File: src/rtl/swd_pkg.sv
package swd_pkg;
  // Source that decides the next value of the watchdog flag
  typedef enum logic [1:0] {
    SEL_FORCE_LOW  = 2'd0,
    SEL_FORCE_HIGH = 2'd1,
    SEL_TIMER      = 2'd2
  } out_sel_e;

  function automatic int width_for(input int max_value);
    return (max_value < 2) ? 1 : $clog2(max_value + 1);
  endfunction
endpackage

File: src/rtl/swd_sync.sv
module swd_sync #(
  parameter int STAGES = 2
) (
  input  logic clk,
  input  logic rst,
  input  logic d_async,
  output logic q_sync
);
  logic [STAGES-1:0] chain;

  generate
    for (genvar i = 0; i < STAGES; i++) begin : g_stage
      if (i == 0) begin : g_first
        always_ff @(posedge clk) begin
          if (rst) chain[0] <= 1'b0;
          else     chain[0] <= d_async;
        end
      end else begin : g_next
        always_ff @(posedge clk) begin
          if (rst) chain[i] <= 1'b0;
          else     chain[i] <= chain[i-1];
        end
      end
    end
  endgenerate

  assign q_sync = chain[STAGES-1];
endmodule

File: src/rtl/swd_filter.sv
module swd_filter #(
  parameter int FILT_CYCLES = 4
) (
  input  logic clk,
  input  logic rst,
  input  logic level_in,
  output logic activity
);
  import swd_pkg::*;
  localparam int CW = width_for(FILT_CYCLES);

  logic          settled;
  logic [CW-1:0] run_len;

  always_ff @(posedge clk) begin
    if (rst) begin
      settled  <= 1'b0;
      run_len  <= '0;
      activity <= 1'b0;
    end else begin
      activity <= 1'b0;
      if (level_in != settled) begin
        if (run_len == CW'(FILT_CYCLES - 1)) begin
          settled  <= level_in;
          run_len  <= '0;
          activity <= 1'b1;
        end else begin
          run_len <= run_len + CW'(1);
        end
      end else begin
        run_len <= '0;
      end
    end
  end

  // an activity pulse always comes with a new accepted level
  p_act_changes_level_r2: assert property (@(posedge clk) disable iff (rst)
    activity |-> (settled != $past(settled)));

  // the run length never exceeds the filter window
  p_run_bounded_r2: assert property (@(posedge clk) disable iff (rst)
    run_len < CW'(FILT_CYCLES));
endmodule

File: src/rtl/swd_timer.sv
module swd_timer #(
  parameter int TIMEOUT_CYC = 1000
) (
  input  logic clk,
  input  logic rst,
  input  logic enable,
  input  logic kick,
  output logic expired
);
  import swd_pkg::*;
  localparam int TW = width_for(TIMEOUT_CYC);
  localparam logic [TW-1:0] LIMIT = TW'(TIMEOUT_CYC);

  logic [TW-1:0] count;

  always_ff @(posedge clk) begin
    if (rst || !enable)    count <= '0;
    else if (kick)         count <= '0;
    else if (count != LIMIT) count <= count + TW'(1);
  end

  assign expired = (count == LIMIT);

  p_no_overflow_r3: assert property (@(posedge clk) disable iff (rst)
    count <= LIMIT);

  p_saturate_r3: assert property (@(posedge clk) disable iff (rst)
    (enable && !kick && count == LIMIT) |=> count == LIMIT);

  p_restart_r4: assert property (@(posedge clk) disable iff (rst)
    (enable && kick) |=> count == '0);

  p_held_when_off_r7: assert property (@(posedge clk) disable iff (rst)
    !enable |=> count == '0);
endmodule

File: src/rtl/strobe_watchdog.sv
module strobe_watchdog #(
  parameter int SYNC_STAGES = 2,
  parameter int FILT_CYCLES = 4,
  parameter int TIMEOUT_CYC = 1000
) (
  input  logic clk,
  input  logic rst,
  input  logic strobe_raw,
  input  logic strobe_undriven,
  input  logic supply_ok,
  input  logic sys_reset_n,
  input  logic manual_reset_n,
  output logic wdog_n
);
  import swd_pkg::*;

  logic strobe_s;
  logic activity;
  logic timer_en;
  logic expired;
  out_sel_e sel;

  swd_sync #(.STAGES(SYNC_STAGES)) u_sync (
    .clk(clk), .rst(rst), .d_async(strobe_raw), .q_sync(strobe_s)
  );

  swd_filter #(.FILT_CYCLES(FILT_CYCLES)) u_filter (
    .clk(clk), .rst(rst), .level_in(strobe_s), .activity(activity)
  );

  assign timer_en = supply_ok && sys_reset_n && manual_reset_n && !strobe_undriven;

  swd_timer #(.TIMEOUT_CYC(TIMEOUT_CYC)) u_timer (
    .clk(clk), .rst(rst), .enable(timer_en), .kick(activity), .expired(expired)
  );

  // Priority: supply fault, then manual reset / undriven strobe, then timer
  always_comb begin
    if (!supply_ok)                            sel = SEL_FORCE_LOW;
    else if (!manual_reset_n || strobe_undriven) sel = SEL_FORCE_HIGH;
    else                                       sel = SEL_TIMER;
  end

  always_ff @(posedge clk) begin
    if (rst) begin
      wdog_n <= 1'b0;
    end else begin
      unique case (sel)
        SEL_FORCE_LOW:  wdog_n <= 1'b0;
        SEL_FORCE_HIGH: wdog_n <= 1'b1;
        default:        wdog_n <= !expired;
      endcase
    end
  end

  p_supply_low_r8: assert property (@(posedge clk) disable iff (rst)
    !supply_ok |=> !wdog_n);

  p_manual_high_r9: assert property (@(posedge clk) disable iff (rst)
    (supply_ok && !manual_reset_n) |=> wdog_n);

  p_undriven_high_r6: assert property (@(posedge clk) disable iff (rst)
    (supply_ok && strobe_undriven) |=> wdog_n);

  p_sysreset_high_r7: assert property (@(posedge clk) disable iff (rst)
    (supply_ok && !sys_reset_n && $past(!sys_reset_n)) |=> wdog_n);
endmodule

File: config.mk
export PLATFORM = sky130hd
export DESIGN_NAME = strobe_watchdog
export DESIGN_NICKNAME = d
export VERILOG_FILES = /design/src/rtl/swd_pkg.sv /design/src/rtl/swd_sync.sv /design/src/rtl/swd_filter.sv /design/src/rtl/swd_timer.sv /design/src/rtl/strobe_watchdog.sv
export SDC_FILE = /design/constraint.sdc
export NUM_CORES = 1
export LEC_CHECK = 0
export ABC_CLOCK_PERIOD_IN_PS = 1400
export BUFFER_PORTS_ARGS = -buffer_cell sky130_fd_sc_hd__buf_2
export CAP_MARGIN = 0
export CORE_MARGIN = 5
export CORE_UTILIZATION = 28
export CTS_CLUSTER_SIZE = 40
export DETAILED_ROUTE_END_ITERATION = 7
export PLACE_DENSITY_LB_ADDON = 0.25
export SLEW_MARGIN = 40
export SYNTH_ARGS = -nofsm -noshare
export SYNTH_HDL_FRONTEND = slang
export SYNTH_SLANG_ARGS = --single-unit
File: constraint.sdc
create_clock -name clk -period 1.4 [get_ports clk]
set_input_delay 0.28 -clock clk [delete_from_list [all_inputs] [get_ports clk]]
set_output_delay 0.28 -clock clk [all_outputs]
set_load 0.02 [all_outputs]
=== Yosys cells after proc, flatten, opt, wreduce, memory -nomap -nowiden ===
Index checks and enable logic that the tools add are counted.

* Register bits: 18
* Bits of input ports: 7
* Output and inout bits: 1
* Word-level logic and storage cells: 33

* Add/sub/neg operators: 2
* Eq/ne operators: 5
* Multiplexer cells: 4
* Bitwise gates (word level): 1
* Reduce and logical (&&, ||, !) cells: 14

{| class="wikitable"
|+ Operator list
! cell !! count
|-
| 10-bit by 1-bit adder with 10-bit output (second input constant) || 1
|-
| 10-bit == test (second input constant) || 1
|-
| 10-bit != test (second input constant) || 1
|-
| 1-bit logical NOT || 4
|-
| 2-bit 2-to-1 mux || 2
|-
| 2-bit OR reduction || 2
|-
| 3-bit by 1-bit adder with 3-bit output (second input constant) || 1
|-
| 3-bit by 2-bit == test with 1-bit output (second input constant) || 1
|-
| 1-bit logical AND || 3
|-
| 3-bit OR reduction || 1
|-
| 2-bit by 1-bit == test with 1-bit output (second input constant) || 1
|-
| 2-bit logical NOT || 1
|-
| 1-bit logical OR || 2
|-
| 1-bit case mux with 2 select lines || 1
|-
| 2-bit AND reduction || 1
|-
| 1-bit 2-to-1 mux || 1
|-
| 1-bit != test || 1
|-
| 1-bit NOT || 1
|}

=== Depth between registers and ports, before layout ===
Gate-level depths: netlist of run 1.

* Depth in word-level cells: 6
* Mapped depth: 5
* Mapped depth without buffers: 5

=== Modules after synthesis ===
Synthesis of run 1 repeated with hierarchy kept, for this count alone.

* Cells, all modules: 81
* Area total of the unflattened synthesis: 794.5 µm²

{| class="wikitable"
|+ Modules (own cells, without submodules)
! module !! times used !! cells an instance !! area each (µm²) !! seq. area each (µm²)
|-
| swd_timer || 1 || 57 || 504.2 || 200.2
|-
| swd_filter || 1 || 15 || 186.4 || 100.1
|-
| swd_sync || 1 || 4 || 52.6 || 40.0
|-
| strobe_watchdog || 1 || 5 || 51.3 || 20.0
|}

=== Worst setup path after synthesis of run 1 ===
No wires, ideal clock.

* Path type: register -> register
* Start: register u_timer.count[0]
* End: register u_timer.count[0]
* Arrival time: 1.181 ns
* Slack: 0.147 ns
* Cell stages (with the launch flop): 6
* Path buffers: 0
* Period minus slack after synthesis: 1.253 ns
* Path through: dfxtp_1 > inv_1 > ha_1 > inv_1 > nor4_2 > mux2i_1

* Cells in the longest elaborated chain, start to end: 1
* Elaborated cells between the ends (all ways): 2
* Those cells by class: 1 x add/sub; 1 x eq/ne

{| class="wikitable"
|+ RTL lines
! element !! RTL line !! text
|-
| start: declaration || swd_timer.sv:14 || <nowiki>logic [TW-1:0] count;</nowiki>
|-
| start signal: assignment || swd_timer.sv:19 || <nowiki>else if (count != LIMIT) count <= count + TW'(1);</nowiki>
|-
| 10-bit by 1-bit adder with 10-bit output / 10-bit != test (equally long branches) || swd_timer.sv:19 ||
|}

Several ways; a longest one is shown, not always the timed one.
A chain may end at the register's enable or synchronous reset.

=== Worst setup path in the final report of run 1 ===
* Start: register u_timer.count[0]
* End: register u_timer.count[1]

The elaborated chain is that of the path after synthesis.

==> impl_metrics.tcl, run 1 <==
set metrics [dict create \
    fp.dieH_um 62.5 \
    netlist_top_cells_area "dfxtp_1, ha_1, nand3_1" \
    antenna_cells 0 \
    drt-wirelength-per-cell_um 10.3 \
    grt_overflow 0 \
    relSlewSlack_pct 81.5 \
    rsz0062_at_grt "no" \
    cp_slowest_stage_delay_ns 0.37 \
    path_depth 6 \
    hold_viol 0 \
    num-nets-final 108 \
    syn_area_per_cell_um2 9.40 \
    seqPwrFrac_pct 64.3 \
    power_mw 0.802 \
    num_io_pins 8 \
    final_cell_mix "dfxtp_1, nand3_1, buf_2" \
    antenna_found_initial 0 \
    tritoncts "done" \
    comb_power_share_pct 4.2 \
    synth_warnings 0 \
    hold_path.class "input pin to flip-flop" \
    post-route-min-period_ns 1.28 \
    fmax_mhz 781 \
    hold_depth 2 \
    r2r-start "u_timer.count[0]" \
    dp_hpwl_mm 1.07 \
    tns_ns 0 \
    num_vias 593 \
    first_pass_iters 3 \
    yosys.area.top_type "dfxtp_1" \
    grt_pass1_vias 566 \
    grt_usage_pct 6.87 \
    internal_power_mw 0.630 \
    cp_slowest_cell "dfxtp_4" \
    post-route-drc-count 0 \
    clockRootBuffer "clkbuf_4" \
    tightestPinTransition_ns 0.276 \
    cp_data_required_time_ns 1.62 \
    switching_power_mw 0.172 \
    cts.path.max_buffers 2 \
    area_growth_pct 17.5 \
    gp_congestion 0.697 \
    sw_frac_of_total_pct 21.4 \
    power_frac_clock_pct 31.5 \
    syn_nets 93 \
    clk_pin_slew_worst_paths_ns 0.10 \
    r2r_cells 6 \
    fin_skew_ns 0.00854 \
    cts_made_buffers 3 \
    start_util_pct 28.7 \
    vias_per_cell 4.71 \
    layout_commonest_cell "dfxtp_1" \
    cts.sinks 18 \
    start_kind "flip-flop" \
    p_leak_nw 0.306 \
    cpMostUsedCell "inv_1" \
    hold_start "strobe_raw" \
    portBuffers 7 \
    grt_max_degree 10 \
    crit_type "flip-flop to flip-flop" \
    worst_ep_arrival_time_ns 1.51 \
    cp_max_fo 5 \
    finalSetupViolCount 0 \
    num_rows 19 \
    synth-seq-cells 18 \
    synthesis.area_um2 771 \
    clk_latency_ns 0.29 \
    cp-startpoint "u_timer.count[0]" \
    fill_cells 282 \
    grt_pass1_wl_mm 2.24 \
    synth_top_area_share_pct 46.8 \
    cellPowerDensity_mw_per_mm2 886 \
    drv_cap 0 \
    h-tree-depth 1 \
    cts_hold_buf 0 \
    routed_wl_mm 1.30 \
    crit_family "flip-flops" \
    end_kind "flip-flop" \
    dieWidth_um 62.5 \
    ant_nets 0 \
    irDropWorstVdd_uv 380 \
    ys_types 25 \
    period_share_pct 91.5 \
    worst-path-buf-inv 3 \
    worstPathCellList "inv_1 -> ha_1 -> inv_1 -> nor4_2 -> buf_4 -> mux2i_1" \
    synth_cells 82 \
    first_iter_violations 10 \
    die_area_mm2 0.00390 \
    maxSlewViolCount 0 \
    core_region_area_mm2 0.00269 \
    outcome "finished clean" \
    drive_above_1_share_pct 22.1 \
    yosysSeqAreaShare_pct 46.8 \
]
-- power by group through the flow --
stage / registers (mW) / logic [mW] / clock network [mW]
floorplan: 0.533 / 0.0144 / 0
global placement: 0.532 / 0.0338 / 0
detailed placement: 0.532 / 0.0345 / 0
CTS: 0.520 / 0.0345 / 0.265
global route: 0.517 / 0.0380 / 0.287
finish: 0.516 / 0.0338 / 0.252
-- cell usage after synthesis --
| library cell | n |
|---|---|
| dfxtp_1 | 18 |
| nand3_1 | 7 |
| a21oi_1 | 6 |
| inv_1 | 6 |
| nor2_1 | 6 |
| ha_1 | 4 |
| or3_1 | 4 |
| mux2i_1 | 3 |
| nand2_1 | 3 |
| nor2b_1 | 3 |
| o21ai_0 | 3 |
| nand2b_1 | 2 |
| nand4_1 | 2 |
| o31ai_1 | 2 |
| or4_1 | 2 |
| xor2_1 | 2 |
| and4bb_1 | 1 |
| clkbuf_1 | 1 |
| nand3_2 | 1 |
| nand3b_1 | 1 |
| nand4b_1 | 1 |
| nor3b_1 | 1 |
| nor4_2 | 1 |
| o22ai_1 | 1 |
| xnor2_1 | 1 |
-- through the flow --
stage	utilization, %	hold slack, ns	cell area, µm²	worst slack (ns)	cells
floorplan	-	0.352	771	0.147	82
finish	33.7	0.202	906	0.119	126
detailed placement	32.4	0.420	871	0.0223	123
CTS	33.3	0.198	895	0.0128	126
global route	33.7	0.219	906	0.0352	126
global placement	32.4	0.408	871	0.0704	123
-- kinds of logic (layout without fill, tap and decap cells) --
kind of cell               count (synthesis)  count (layout)  synth area share (%)
muxes                                      3               3                  3.90
and+or+nand+nor                           35              35                  27.4
buffers and inverters                      7              20                  3.41
xor gates and xnor gates                   3               3                  3.41
adders and majority gates                  4               4                  6.49
DFF                                       18              18                  46.8
AOI/OAI and AO/OA                         12              12                  8.60
-- routing by layer --
| metal | up-vias | track usage, % | part of all wire, % |
|---|---|---|---|
| met2 | 7 | 12.2 | 49 |
| met3 | 2 | 1.62 | 3.3 |
| met5 | - | 0 | 0 |
| li1 | 315 | - | - |
| met4 | 0 | 3.18 | 1.6 |
| met1 | 269 | 7.64 | 46 |
-- final timing paths --
kind,end,slack [ns]
hold / removal,u_sync.chain[0],0.20
setup reg to reg,u_timer.count[1],0.12
hold reg to reg,u_filter.run_len[0],0.42
setup / recovery,u_timer.count[1],0.12
-- flip-flops by register name (all words and copies together) (netlist names) --
register / cells
u_timer.count: 10
u_filter.run_len: 3
u_filter.activity: 1
u_filter.settled: 1
u_sync.chain: 1
u_sync.q_sync: 1
wdog_n: 1
-- cell type report --
class,instances,area [µm²],area share (%)
Tap cell,31,38.8,4.28
Sequential cell,18,370,40.9
Clock buffer,3,22.5,2.49
Multi-Input combinational cell,57,387,42.7
Inverter,6,22.5,2.49
Timing Repair Buffer,11,65.1,7.18
-- timing repair --
action                     in CTS  in global routing
resized for setup               1                  6
pin swaps                       0                  2
setup endpoints to repair       1                  4
cloned                          0                  0
setup buffers                   0                  0
No activity file was read; power rests on OpenSTA's default activity.
==> inputs of run 2 (changes only) <==
--- a/config.mk
+++ b/config.mk
@@ -5,6 +5,7 @@
 export SDC_FILE = /design/constraint.sdc
 export NUM_CORES = 1
 export LEC_CHECK = 0
+export ABC_AREA = 1
 export ABC_CLOCK_PERIOD_IN_PS = 1400
 export BUFFER_PORTS_ARGS = -buffer_cell sky130_fd_sc_hd__buf_2
 export CAP_MARGIN = 0
@@ -13,7 +14,6 @@
 export CTS_CLUSTER_SIZE = 40
 export DETAILED_ROUTE_END_ITERATION = 7
 export PLACE_DENSITY_LB_ADDON = 0.25
-export SLEW_MARGIN = 40
 export SYNTH_ARGS = -nofsm -noshare
 export SYNTH_HDL_FRONTEND = slang
 export SYNTH_SLANG_ARGS = --single-unit
==> run 2 against run 1 <==
  * Non-clock buffer count shrank 4
  * Sequential share of layout area shrank 4.1 points
  * Cell count grew 25%
  * Global-route usage grew 0.56 points
  * Final area grew 8.0%
  * Count of clock-buffer cells in the layout grew 1
  * Synthesized cell count grew 39%
  * Clock skew grew 0.0032 ns
  * Largest power group unchanged
  * Highest routed layer unchanged
==> impl_metrics.tcl, run 2 <==
set metrics [dict create \
    outcome "finished clean" \
    synth_flop_cell "dfxtp_1" \
    final_area_um2 978 \
    dieWidth_um 65.6 \
    yosys.area.top_type "dfxtp_1" \
    period_share_pct 85.2 \
    synth-edff-count 0 \
    drt-wirelength-per-cell_um 8.99 \
    biggestRegsByFlops "u_timer.count x10, u_filter.run_len x3" \
    cp-startpoint "u_timer.count[0]" \
    cts-resized-gates 0 \
    post-route-min-period_ns 1.19 \
    largest-register "u_timer.count" \
    r2r-start "u_timer.count[0]" \
    irDropWorstVdd_uv 407 \
    tightestPinTransition_ns 0.182 \
    cts.sinks 18 \
    syn_nets 125 \
    netlist_top_cells_area "dfxtp_1, inv_1, nand2_1" \
    synth_most_common_cell "inv_1" \
    hold_depth 3 \
    maxSlewViolCount 0 \
    vias_per_cell 4.20 \
    clk_latency_ns 0.29 \
    first_iter_violations 14 \
    antenna_found_initial 0 \
    core_region_area_mm2 0.00300 \
    grt_usage_pct 7.43 \
    synth_cells 114 \
    post_cts_buffers 0 \
    crit_type "flip-flop to flip-flop" \
    hold_slack_ns 0.189 \
    synth_common_cells "inv_1, nand2_1, dfxtp_1" \
    crit_family "flip-flops" \
    layout_commonest_cell "inv_1" \
    largest_reg_flops 10 \
    grt_pass1_wl_mm 2.46 \
    worst_ep_arrival_time_ns 1.38 \
    start_util_pct 28.8 \
    antenna_cells 0 \
    grt_overflow 0 \
    regArea_um2 360 \
    start_kind "flip-flop" \
    dp_worst_setup_slack_ns 0.197 \
    num-nets-final 137 \
    gp_congestion 0.737 \
    yosysSeqAreaShare_pct 41.6 \
    fill_cells 333 \
    r2r_cells 7 \
    cp_max_fo 4 \
    cts.path.max_buffers 2 \
    dp.cells 154 \
    path_depth 7 \
    synth-seq-cells 18 \
    hold_start "strobe_raw" \
    h-tree-depth 1 \
    final_cells 158 \
    ys_types 21 \
    finalSetupViolCount 0 \
    num_vias 664 \
    async_flop_share_pct 0 \
    cellPowerDensity_mw_per_mm2 887 \
    cp_data_required_time_ns 1.59 \
    cts_hold_buf 0 \
    setup_ws_ns 0.207 \
    p_leak_nw 0.476 \
    synth_top_area_share_pct 41.6 \
    final_cell_mix "inv_1, nand2_1, dfxtp_1" \
    hold_path.class "input pin to flip-flop" \
    syn_area_per_cell_um2 7.60 \
    clk_pin_slew_worst_paths_ns 0.09 \
    synthesis.area_um2 866 \
    synth_warnings 0 \
    placed_cell_area_um2 942 \
    tritoncts "done" \
    tns_ns 0 \
    worst-path-buf-inv 2 \
    post-route-drc-count 0 \
    cts_made_buffers 3 \
    rsz0062_at_grt "no" \
    num_rows 20 \
    fp.dieH_um 65.6 \
    power_mw 0.868 \
    dp_hpwl_mm 1.15 \
    cp_slowest_cell "dfxtp_1" \
    cp_slowest_stage_delay_ns 0.36 \
    clockRootBuffer "clkbuf_4" \
    drive_above_1_share_pct 19.2 \
    num_io_pins 8 \
    fin_skew_ns 0.0117 \
    portBuffers 7 \
    grt_pass1_vias 582 \
    die_area_mm2 0.00430 \
    routed_wl_mm 1.42 \
    final_util_pct 32.6 \
    hold_viol 0 \
    first_pass_iters 4 \
    cpMostUsedCell "inv_1" \
    multi_input_area_um2 404 \
    ant_nets 0 \
    end_kind "flip-flop" \
    worstPathCellList "inv_1 -> ha_1 -> nand3_1 -> nor2_2 -> nand2_4 -> o21ai_1 -> inv_1" \
    relSlewSlack_pct 87.8 \
    fmax_mhz 838 \
    area_growth_pct 13.0 \
    grt_max_degree 11 \
    drv_cap 0 \
]
## run 2: changes by cell type after synthesis, sizes merged, moves of 2 or more
cell and change:
a21oi -3, inv +21, mux2i -3, nand2 +20, nand2b -2, nor2 +14
nor2b -3, o31ai -2, or3 -4, or4 -2, xor2 +3
## run 2: path summary, 6_finish.rpt
check	endpoint	slack, ns
worst min register to register	u_sync.q_sync	0.41
worst max-delay path	wdog_n	0.21
worst min-delay path	u_sync.chain[0]	0.19
worst max register to register	wdog_n	0.21
## run 2: cell type report
| type | count | share of cell area [%] |
|---|---|---|
| multi-input cells | 69 | 41.3 |
| flip-flops and latches | 18 | 36.8 |
| inverters | 27 | 10.4 |
| well taps | 33 | 4.22 |
| clock buffers | 4 | 3.71 |
| repair buffers | 7 | 3.58 |
## run 2: cell families (layout without fill, tap and decap cells)
group	after synthesis	count (layout)	share of synthesized area, %
AO/OA/AOI/OAI	5	5	3.32
XOR/XNOR	5	5	5.06
adder cells (fa/ha/maj)	4	4	5.78
buffers and inverters	27	38	11.7
flip-flops	18	18	41.6
AND/OR/NAND/NOR	55	55	32.5
## run 2: layer usage
layer | vias up | wire length (µm) | track usage (%)
met3 | 2 | 68 | 1.54
li1 | 360 | - | -
met4 | 0 | 10 | 4.66
met2 | 10 | 644 | 12.0
met5 | - | 0 | 0
met1 | 292 | 698 | 8.89
## run 2: worst reg2reg max path, delay by kind of cell, from the launching register on
family | cells | cell delay (ns)
buf+inv | 2 | 0.14
flops | 1 | 0.36
simple gates | 3 | 0.34
fa+ha+maj | 1 | 0.14
compound gates | 1 | 0.13
## run 2: where the power goes
group / switching [mW] / internal [mW]
clock network: 0.159 / 0.158
registers: 0.00251 / 0.517
logic: 0.0176 / 0.0135
total: 0.179 / 0.689
==> inputs of run 3 (changes only) <==
--- a/config.mk
+++ b/config.mk
@@ -13,6 +13,7 @@
 export CORE_UTILIZATION = 28
 export CTS_CLUSTER_SIZE = 40
 export DETAILED_ROUTE_END_ITERATION = 7
+export MAX_ROUTING_LAYER = met4
 export PLACE_DENSITY_LB_ADDON = 0.25
 export SYNTH_ARGS = -nofsm -noshare
 export SYNTH_HDL_FRONTEND = slang
==> run 3 against run 2 <==
  * Sequential power barely moved
  * First-iteration DRC count did not move
  * Power did not move
  * Critical path depth did not move
  * Die area did not move
  * Sequential share of layout area did not move
  * Count of clock-buffer cells in the layout did not move
  * Clock power barely moved
  * Hold slack did not move
  * Global-route usage rose by 0.20 points
  * Core utilization did not move
==> impl_metrics.tcl, run 3 (same netlist as run 2, synthesis figures left out) <==
set metrics [dict create \
    outcome "finished clean" \
    cts.path.max_buffers 2 \
    grt_max_degree 11 \
    cts_hold_buf 0 \
    post-route-drc-count 0 \
    cp_slowest_stage_delay_ns 0.36 \
    tns_ns 0 \
    post_cts_buffers 0 \
    cpMostUsedCell "inv_1" \
    internal_power_mw 0.689 \
    fmax_mhz 838 \
    hold_viol 0 \
    layout_commonest_cell "inv_1" \
    drt-wirelength-per-cell_um 8.99 \
    num_io_pins 8 \
    cellPowerDensity_mw_per_mm2 887 \
    cp_slowest_cell "dfxtp_1" \
    routed_wl_mm 1.42 \
    sw_frac_of_total_pct 20.6 \
    vias_per_cell 4.20 \
    power_frac_clock_pct 36.5 \
    grt_pass1_vias 582 \
    first_iter_violations 14 \
    placed_cell_area_um2 942 \
    cp_data_required_time_ns 1.59 \
    finalSetupViolCount 0 \
    final_cells 158 \
    die_area_mm2 0.00430 \
    cts.sinks 18 \
    area_growth_pct 13.0 \
    crit_type "flip-flop to flip-flop" \
    final_cell_mix "inv_1, nand2_1, dfxtp_1" \
    biggestRegsByFlops "u_timer.count x10, u_filter.run_len x3" \
    dieWidth_um 65.6 \
    cts_made_buffers 3 \
    dp_hpwl_mm 1.15 \
    final_area_um2 978 \
    hold_path.class "input pin to flip-flop" \
    p_leak_nw 0.476 \
    seqPwrFrac_pct 59.9 \
    gp_congestion 0.746 \
    dp.cells 154 \
    ant_nets 0 \
    clk_pin_slew_worst_paths_ns 0.09 \
    drv_cap 0 \
    switching_power_mw 0.179 \
    cts-resized-gates 0 \
    worst_ep_arrival_time_ns 1.38 \
    num_vias 664 \
    rsz0062_at_grt "no" \
    largest-register "u_timer.count" \
    relSlewSlack_pct 87.8 \
    worstPathCellList "inv_1 -> ha_1 -> nand3_1 -> nor2_2 -> nand2_4 -> o21ai_1 -> inv_1" \
    maxSlewViolCount 0 \
    drive_above_1_share_pct 19.2 \
    start_kind "flip-flop" \
    end_kind "flip-flop" \
    core_region_area_mm2 0.00300 \
    post-route-min-period_ns 1.19 \
    portBuffers 7 \
    clk_latency_ns 0.29 \
    comb_power_share_pct 3.6 \
    fin_skew_ns 0.0117 \
    antenna_cells 0 \
    dp_worst_setup_slack_ns 0.197 \
    grt_pass1_wl_mm 2.46 \
    worst-path-buf-inv 2 \
    regArea_um2 360 \
    crit_family "flip-flops" \
    tritoncts "done" \
    largest_reg_flops 10 \
    antenna_found_initial 0 \
    h-tree-depth 1 \
    first_pass_iters 4 \
    grt_overflow 0 \
    tightestPinTransition_ns 0.182 \
    cp_max_fo 4 \
    num_rows 20 \
    setup_ws_ns 0.207 \
    period_share_pct 85.2 \
    fp.dieH_um 65.6 \
    fill_cells 333 \
    clockRootBuffer "clkbuf_4" \
    irDropWorstVdd_uv 407 \
    multi_input_area_um2 404 \
    grt_usage_pct 7.62 \
    num-nets-final 137 \
    start_util_pct 28.8 \
]
-- run 3: worst paths after layout --
kind	start	to	slack [ns]	cells after the start
max reg2reg	u_timer.count[0]	wdog_n	0.21	7
max	u_timer.count[0]	wdog_n	0.21	7
min reg2reg	u_sync.chain[0]	u_sync.q_sync	0.41	2
min	strobe_raw	u_sync.chain[0]	0.19	3
-- run 3: per-layer routing --
layer | vias to the layer above | routed length, µm | global-route usage, %
met5 | - | 0 | -
met1 | 292 | 698 | 8.89
li1 | 360 | - | -
met2 | 10 | 644 | 12.0
met4 | 0 | 10 | 4.66
met3 | 2 | 68 | 1.54
-- run 3: cell type report --
| type | instances | share of cell area [%] |
|---|---|---|
| multi-input cells | 69 | 41.3 |
| flip-flops and latches | 18 | 36.8 |
| inverters | 27 | 10.4 |
| well taps | 33 | 4.22 |
| clock buffers | 4 | 3.71 |
| repair buffers | 7 | 3.58 |
-- run 3: worst register-to-register path, delay by kind of cell, from the launching register on --
family / cells / cell delay (ns)
DFF: 1 / 0.36
and+or+nand+nor: 3 / 0.34
buffers and inverters: 2 / 0.14
adders and majority gates: 1 / 0.14
AOI/OAI and AO/OA: 1 / 0.13
-- run 3: through the flow --
stage	utilization [%]	hold slack, ns	power [mW]
floorplan	-	0.351	0.548
global route	32.6	0.186	0.920
detailed placement	31.4	0.400	0.564
global placement	31.4	0.395	0.562
finish	32.6	0.189	0.868
CTS	32.6	0.178	0.883
-- run 3: power by group through the flow --
stage	Combinational [mW]	Sequential (mW)	Clock, mW
after floorplan	0.0151	0.533	0
after global placement	0.0306	0.531	0
after detailed placement	0.0318	0.532	0
after CTS	0.0318	0.520	0.331
after global routing	0.0359	0.521	0.363
final	0.0310	0.520	0.317
